## config.mk

```make
export PLATFORM = sky130hd
export DESIGN_NAME = irq_router
export DESIGN_NICKNAME = d
export VERILOG_FILES = /design/src/rtl/irq_router_pkg.sv /design/src/rtl/irq_pick.sv /design/src/rtl/reg_map_decode.sv /design/src/rtl/irq_router.sv
export SDC_FILE = /design/constraint.sdc
export NUM_CORES = 1
export LEC_CHECK = 0
export BUFFER_PORTS_ARGS = -buffer_cell sky130_fd_sc_hd__buf_2
export CORE_ASPECT_RATIO = 1.5
export CORE_MARGIN = 2
export CORE_UTILIZATION = 50
export CTS_CLUSTER_DIAMETER = 50
export CTS_CLUSTER_SIZE = 20
export DETAILED_ROUTE_END_ITERATION = 12
export GPL_ROUTABILITY_DRIVEN = 0
export PLACE_DENSITY_LB_ADDON = 0.3
export SYNTH_ARGS = -nofsm -noshare
export SYNTH_HDL_FRONTEND = slang
export SYNTH_SLANG_ARGS = --single-unit
```

## constraint.sdc

```tcl
create_clock -name clk -period 4.1 [get_ports clk]
set_input_delay 0.82 -clock clk [delete_from_list [all_inputs] [get_ports clk]]
set_output_delay 0.82 -clock clk [all_outputs]
set_load 0.02 [all_outputs]
```

## src/rtl/irq_router_pkg.sv

```systemverilog
// Package: field layout shared by the router and its helpers.
// Assumes the register format is fixed: CPU field 5 bits, vector field 6 bits.
package irq_router_pkg;
    localparam int CPU_W   = 5;
    localparam int VEC_W   = 6;
    localparam int CPU_LSB = 8;   // CPU field starts at data bit 8
    localparam int MASK_B  = 2;   // control: mask bit
    localparam int CLR_B   = 1;   // control: write-one-to-clear pending
    localparam int PEND_B  = 0;   // control: pending read bit

    typedef struct packed {
        logic [CPU_W-1:0] cpu;
        logic [VEC_W-1:0] vec;
    } route_t;
endpackage

```

## src/rtl/irq_pick.sv

```systemverilog
// Module: lowest-index picker over a request vector.
// Assumes nothing about request timing; purely combinational.
module irq_pick #(
    parameter int N     = 8,
    parameter int IDX_W = 3
) (
    input  logic [N-1:0]     req,
    output logic [N-1:0]     grant,
    output logic             any,
    output logic [IDX_W-1:0] idx
);
    // isolate the lowest set bit and encode its position
    always_comb begin
        grant = req & (~req + N'(1));
        any   = |req;
        idx   = '0;
        for (int i = 0; i < N; i++) begin
            if (grant[i]) idx = IDX_W'(i);
        end
    end
endmodule

```

## src/rtl/reg_map_decode.sv

```systemverilog
// Module: decodes a byte offset into routing/control slot hits and an index.
// Assumes 8-byte slots; low three offset bits are ignored.
module reg_map_decode #(
    parameter int                NUM_SRC   = 8,
    parameter int                ADDR_W    = 12,
    parameter int                IDX_W     = 3,
    parameter logic [ADDR_W-1:0] CTRL_BASE = 'h100
) (
    input  logic [ADDR_W-1:0] addr,
    output logic              hit_route,
    output logic              hit_ctrl,
    output logic [IDX_W-1:0]  idx
);
    localparam logic [ADDR_W-1:0] SPAN = ADDR_W'(NUM_SRC * 8);

    logic [ADDR_W-1:0] ctl_off;

    // range compare both arrays and derive the slot index
    always_comb begin
        ctl_off   = addr - CTRL_BASE;
        hit_route = (addr < SPAN);
        hit_ctrl  = (addr >= CTRL_BASE) && (ctl_off < SPAN);
        idx       = hit_ctrl ? ctl_off[IDX_W+2:3] : addr[IDX_W+2:3];
    end
endmodule

```

## src/rtl/irq_router.sv

```systemverilog
// Module: masked device interrupt router (top).
// Holds per-source routing and control entries, accepts unmasked device
// lines lowest index first, re-masks on acceptance and posts CPU/vector.
// Assumes device lines are levels held until served, and that reads and
// writes use the single-cycle register bus described in the brief.
module irq_router
    import irq_router_pkg::*;
#(
    parameter int                NUM_SRC   = 8,
    parameter int                ADDR_W    = 12,
    parameter int                DATA_W    = 32,
    parameter logic [ADDR_W-1:0] CTRL_BASE = 'h100
) (
    input  logic               clk,
    input  logic               rst_n,
    input  logic [NUM_SRC-1:0] dev_irq,
    input  logic               reg_wr,
    input  logic               reg_rd,
    input  logic [ADDR_W-1:0]  reg_addr,
    input  logic [DATA_W-1:0]  reg_wdata,
    output logic [DATA_W-1:0]  reg_rdata,
    output logic               reg_rvalid,
    output logic               reg_err,
    output logic               post_valid,
    output logic [CPU_W-1:0]   post_cpu,
    output logic [VEC_W-1:0]   post_vec
);
    localparam int IDX_W = (NUM_SRC > 1) ? $clog2(NUM_SRC) : 1;
    localparam int FMT_W = CPU_LSB + CPU_W;

    route_t             route_q [NUM_SRC];
    logic [NUM_SRC-1:0] mask_q;
    logic [NUM_SRC-1:0] pend_q;

    logic               hit_route, hit_ctrl;
    logic [IDX_W-1:0]   slot;
    logic               wr_route, wr_ctrl;
    logic [NUM_SRC-1:0] eligible, acc_onehot;
    logic               acc_any;
    logic [IDX_W-1:0]   acc_idx;
    route_t             wr_fields;
    logic               unused_wbits;

    reg_map_decode #(
        .NUM_SRC(NUM_SRC), .ADDR_W(ADDR_W), .IDX_W(IDX_W), .CTRL_BASE(CTRL_BASE)
    ) u_dec (
        .addr(reg_addr), .hit_route(hit_route), .hit_ctrl(hit_ctrl), .idx(slot)
    );

    irq_pick #(.N(NUM_SRC), .IDX_W(IDX_W)) u_pick (
        .req(eligible), .grant(acc_onehot), .any(acc_any), .idx(acc_idx)
    );

    // qualify strobes and gather eligible requests
    always_comb begin
        wr_route      = reg_wr & hit_route;
        wr_ctrl       = reg_wr & hit_ctrl;
        eligible      = dev_irq & ~mask_q;
        wr_fields.cpu = reg_wdata[CPU_LSB +: CPU_W];
        wr_fields.vec = reg_wdata[VEC_W-1:0];
        unused_wbits  = ^{reg_wdata[DATA_W-1:FMT_W], reg_wdata[CPU_LSB-1:VEC_W]};
    end

    // routing entries: software writes only
    always_ff @(posedge clk) begin
        for (int i = 0; i < NUM_SRC; i++) begin
            if (!rst_n)                                route_q[i] <= '0;
            else if (wr_route && slot == IDX_W'(i))    route_q[i] <= wr_fields;
        end
    end

    // control entries: acceptance overrides a same-cycle software write
    always_ff @(posedge clk) begin
        for (int i = 0; i < NUM_SRC; i++) begin
            if (!rst_n) begin
                mask_q[i] <= 1'b1;
                pend_q[i] <= 1'b0;
            end else if (acc_onehot[i]) begin
                mask_q[i] <= 1'b1;
                pend_q[i] <= 1'b1;
            end else if (wr_ctrl && slot == IDX_W'(i)) begin
                mask_q[i] <= reg_wdata[MASK_B];
                if (reg_wdata[CLR_B]) pend_q[i] <= 1'b0;
            end
        end
    end

    // post register: one pulse per accepted source
    always_ff @(posedge clk) begin
        if (!rst_n) begin
            post_valid <= 1'b0;
            post_cpu   <= '0;
            post_vec   <= '0;
        end else begin
            post_valid <= acc_any;
            post_cpu   <= acc_any ? route_q[acc_idx].cpu : '0;
            post_vec   <= acc_any ? route_q[acc_idx].vec : '0;
        end
    end

    // read path and error flag, one cycle latency
    always_ff @(posedge clk) begin
        if (!rst_n) begin
            reg_rdata  <= '0;
            reg_rvalid <= 1'b0;
            reg_err    <= 1'b0;
        end else begin
            reg_rvalid <= reg_rd;
            reg_err    <= (reg_rd | reg_wr) & ~hit_route & ~hit_ctrl;
            if (!reg_rd)        reg_rdata <= '0;
            else if (hit_route) reg_rdata <= DATA_W'({route_q[slot].cpu, 2'b00, route_q[slot].vec});
            else if (hit_ctrl)  reg_rdata <= DATA_W'({mask_q[slot], 1'b0, pend_q[slot]});
            else                reg_rdata <= '0;
        end
    end


    accept_sets_state_chk: assert property (@(posedge clk) disable iff (!rst_n)
        acc_any |=> (post_valid && pend_q[$past(acc_idx)] && mask_q[$past(acc_idx)]));


    lowest_first_chk: assert property (@(posedge clk) disable iff (!rst_n)
        acc_any |-> (eligible[acc_idx] &&
                     ((eligible & ((NUM_SRC'(1) << acc_idx) - NUM_SRC'(1))) == '0)));


    read_latency_chk: assert property (@(posedge clk) disable iff (!rst_n)
        reg_rd |=> reg_rvalid);


    no_stray_rvalid_chk: assert property (@(posedge clk) disable iff (!rst_n)
        !reg_rd |=> !reg_rvalid);


    unmapped_zero_chk: assert property (@(posedge clk) disable iff (!rst_n)
        (reg_rvalid && reg_err) |-> (reg_rdata == '0));

    for (genvar g = 0; g < NUM_SRC; g++) begin : g_disc

        masked_hold_chk: assert property (@(posedge clk) disable iff (!rst_n)
            (dev_irq[g] && mask_q[g] && !(wr_ctrl && slot == IDX_W'(g)))
            |=> (pend_q[g] == $past(pend_q[g])));
    end
endmodule

```

==> key figures <==
CTS
  – Setup repair bufs after CTS: 0
  – Skew-Pair Late Insertion Delay: 410 ps
  – Post-cts gate resize count: 0
  – # H-tree levels: 4
  – Clk slew on worst S/H paths: 50 ps
  – Root Buffer: clkbuf_16
  – CTS sink count: 129
  – CTS tree: built
  – CTS Hold Bufs: 0
  – Clk buf depth: 2
  – TritonCTS Buffers: 17

STA
  – Worst slew margin: 0.322
  – Final hold slack: 486 ps
  – Slew @ Worst Pin: 1010 ps
  – Tcrit/Tclk final: 0.692
  – Setup TNS: 0 ps
  – Minimum clock period: 2840 ps
  – Unrepaired setup endpoints after global routing: no
  – # setup viols final: 0
  – Pins Over Slew Limit: 0
  – Final hold vios: 0
  – Final Skew: 7.56 ps
  – Maximum clock frequency: 0.352 GHz

Routing
  – Pre-Repair DR Iteration Count: 5
  – DRT antenna net count: 0
  – DRC: 0
  – Avg WL per Cell: 23.1 microns
  – Vias: 4927
  – Iteration-0 DRC Markers: 459
  – Routed WL: 18300 microns
  – Vias per inst: 6.23

Logic synthesis
  – Main synth FF type: edfxtp_1
  – Syn Area/Cell: 11.8 sq um
  – Yosys reg bits: 129
  – Post-synth EDFFs: 88
  – Synth Cell Area: 6550 sq um
  – Synth cell types: 40
  – Number of synthesis warnings: 0
  – Async SR Flop Fraction: 0
  – Post-synthesis cell count: 556
  – Sequential fraction of the synthesis area: 0.529

Final layout
  – Final net count: 675
  – Fillers: 1056
  – Most common cell after layout, fill and taps aside: edfxtp_1
  – Synth-to-layout area growth: 15.5%
  – Ratio of cells with drive above 1 in the final layout: 0.231
  – N_diodes: 0
  – Most frequent cells in the layout: 88 x edfxtp_1, 83 x and2_1, 56 x buf_2, 41 x dfxtp_1, 40 x nor2_1
  – Finished Layout Cells: 791

Pwr
  – Leak pwr: 2.86 nW
  – Cell Pwr Density: 411 nW/um^2
  – Power Total: 3.11 mW
  – Worst VDD drop: 0.220 mV

Worst setup path
  – Critical Path Start Type: input port
  – Reg2Reg Setup Slack: 1450 ps
  – Slowest stage delay, CP: 730 ps
  – Crit-path cells: buf_2, or4_4, nor3_1, nand3_1, nor2_1, and2_1
  – Bufs and invs on worst path: 1
  – CP arrival: 3110 ps
  – Setup CP Type: in2reg
  – Crit Path Max Fanout: 10
  – Crit path capture type: flop
  – Worst path required time: 4380 ps
  – CP delay by family, top: simple AND/OR/NAND/NOR gates
  – CP max stage cell: nor2_1

Global route
  – Vias in the first global route: 5072
  – Largest net degree at the start of global routing: 31
  – GRT Total Usage: 0.264
  – First-pass GRT wire length: 27500 microns
  – Initial antenna violation count: 1
  – Gr ovfl total: 0

Outcome
  – Outcome: complete, no violations

Die
  – Initial Utilization: 0.508
  – Chip height: 144 microns
  – Std cell rows: 51
  – Boundary Pins: 102
  – Die area: 14000 sq um
  – Die Span X: 97.4 microns
  – Area of the core: 12900 sq um

Run
  – Max_cap viols: 0

Worst hold path
  – Worst hold path type: reg2reg

Placed design
  – Final HPWL DP: 12100 microns
  – Placed Cells: 759
  – IO buf count: 56
[Yosys cell counts (9+ instances only)]
cell type / n / area [sq um]
inv_1: 15 / 56.3
clkbuf_1: 24 / 90.1
nand3b_1: 12 / 90.1
mux4_2: 26 / 586
nand2_1: 14 / 52.6
edfxtp_1: 88 / 2640
buf_4: 21 / 158
a211oi_1: 22 / 165
and2_1: 83 / 519
nor3_1: 21 / 105
dfxtp_1: 41 / 821
o21ai_0: 28 / 140
nor2b_1: 9 / 56.3
o2111ai_1: 13 / 114
nor2_1: 40 / 150
mux2i_1: 29 / 290
a311oi_1: 11 / 96.3
[worst register-to-register path: stages (launching register included)]
cell	delay (ps)
dfxtp_1	330
nor2b_1	390
a211o_1	510
a31o_2	720
mux2i_1	190
a211oi_1	380
[final timing paths]
check                                   from  cells after the start       endpoint
worst max-delay path            reg_addr[10]                      6  route_q[3][4]
worst min register to register     pend_q[0]                      2      pend_q[0]
worst min-delay path               pend_q[0]                      2      pend_q[0]
worst max register to register     mask_q[3]                      5    post_cpu[0]
[report_power, final]
part / leakage [nW] / internal [mW] / switching [mW]
clock: 0.265 / 0.889 / 0.555
combinational: 1.43 / 0.0798 / 0.122
sequential: 1.17 / 1.43 / 0.0257
total: 2.86 / 2.40 / 0.703
[cells by family after synthesis]
| kind of cell | share of synthesized area |
|---|---|
| AO/OA/AOI/OAI | 0.0967 |
| AND/OR/NAND/NOR | 0.185 |
| flip-flops | 0.529 |
| other | 0.000573 |
| multiplexers | 0.134 |
| buffers and inverters | 0.0550 |
[flip-flops by register name, indices dropped and copies added (netlist names)]
register,count
route_q,88
reg_rdata,11
mask_q,8
pend_q,8
post_vec,6
post_cpu,5
post_valid,1
reg_err,1
reg_rvalid,1
[through the flow]
step	area (sq um)	utilization	setup slack, ps
finish	7570	0.587	1260
global route	7570	0.587	1130
CTS	7570	0.587	1310
detailed placement	6990	0.543	886
global placement	6990	0.543	900
floorplan	6620	-	1020
[routing by layer]
layer / up-vias / global-route usage / routed length, microns / share of wire
li1: 2151 / - / - / -
met1: 2394 / 0.284 / 6180 / 0.34
met2: 304 / 0.472 / 9490 / 0.52
met3: 76 / 0.0507 / 1460 / 0.080
met4: 2 / 0.180 / 1160 / 0.063
met5: - / 0 / 13 / 0.00071
[area by class of cell]
cell class / count / area, sq um / share of cell area
Timing Repair Buffer: 80 / 460 / 0.0609
Clock inverter: 14 / 143 / 0.0189
Multi-Input combinational cell: 376 / 2820 / 0.372
Tap cell: 159 / 199 / 0.0263
Clock buffer: 18 / 429 / 0.0567
Inverter: 15 / 56.3 / 0.00744
Sequential cell: 129 / 3460 / 0.458
Power figures use the tool's default switching activity.
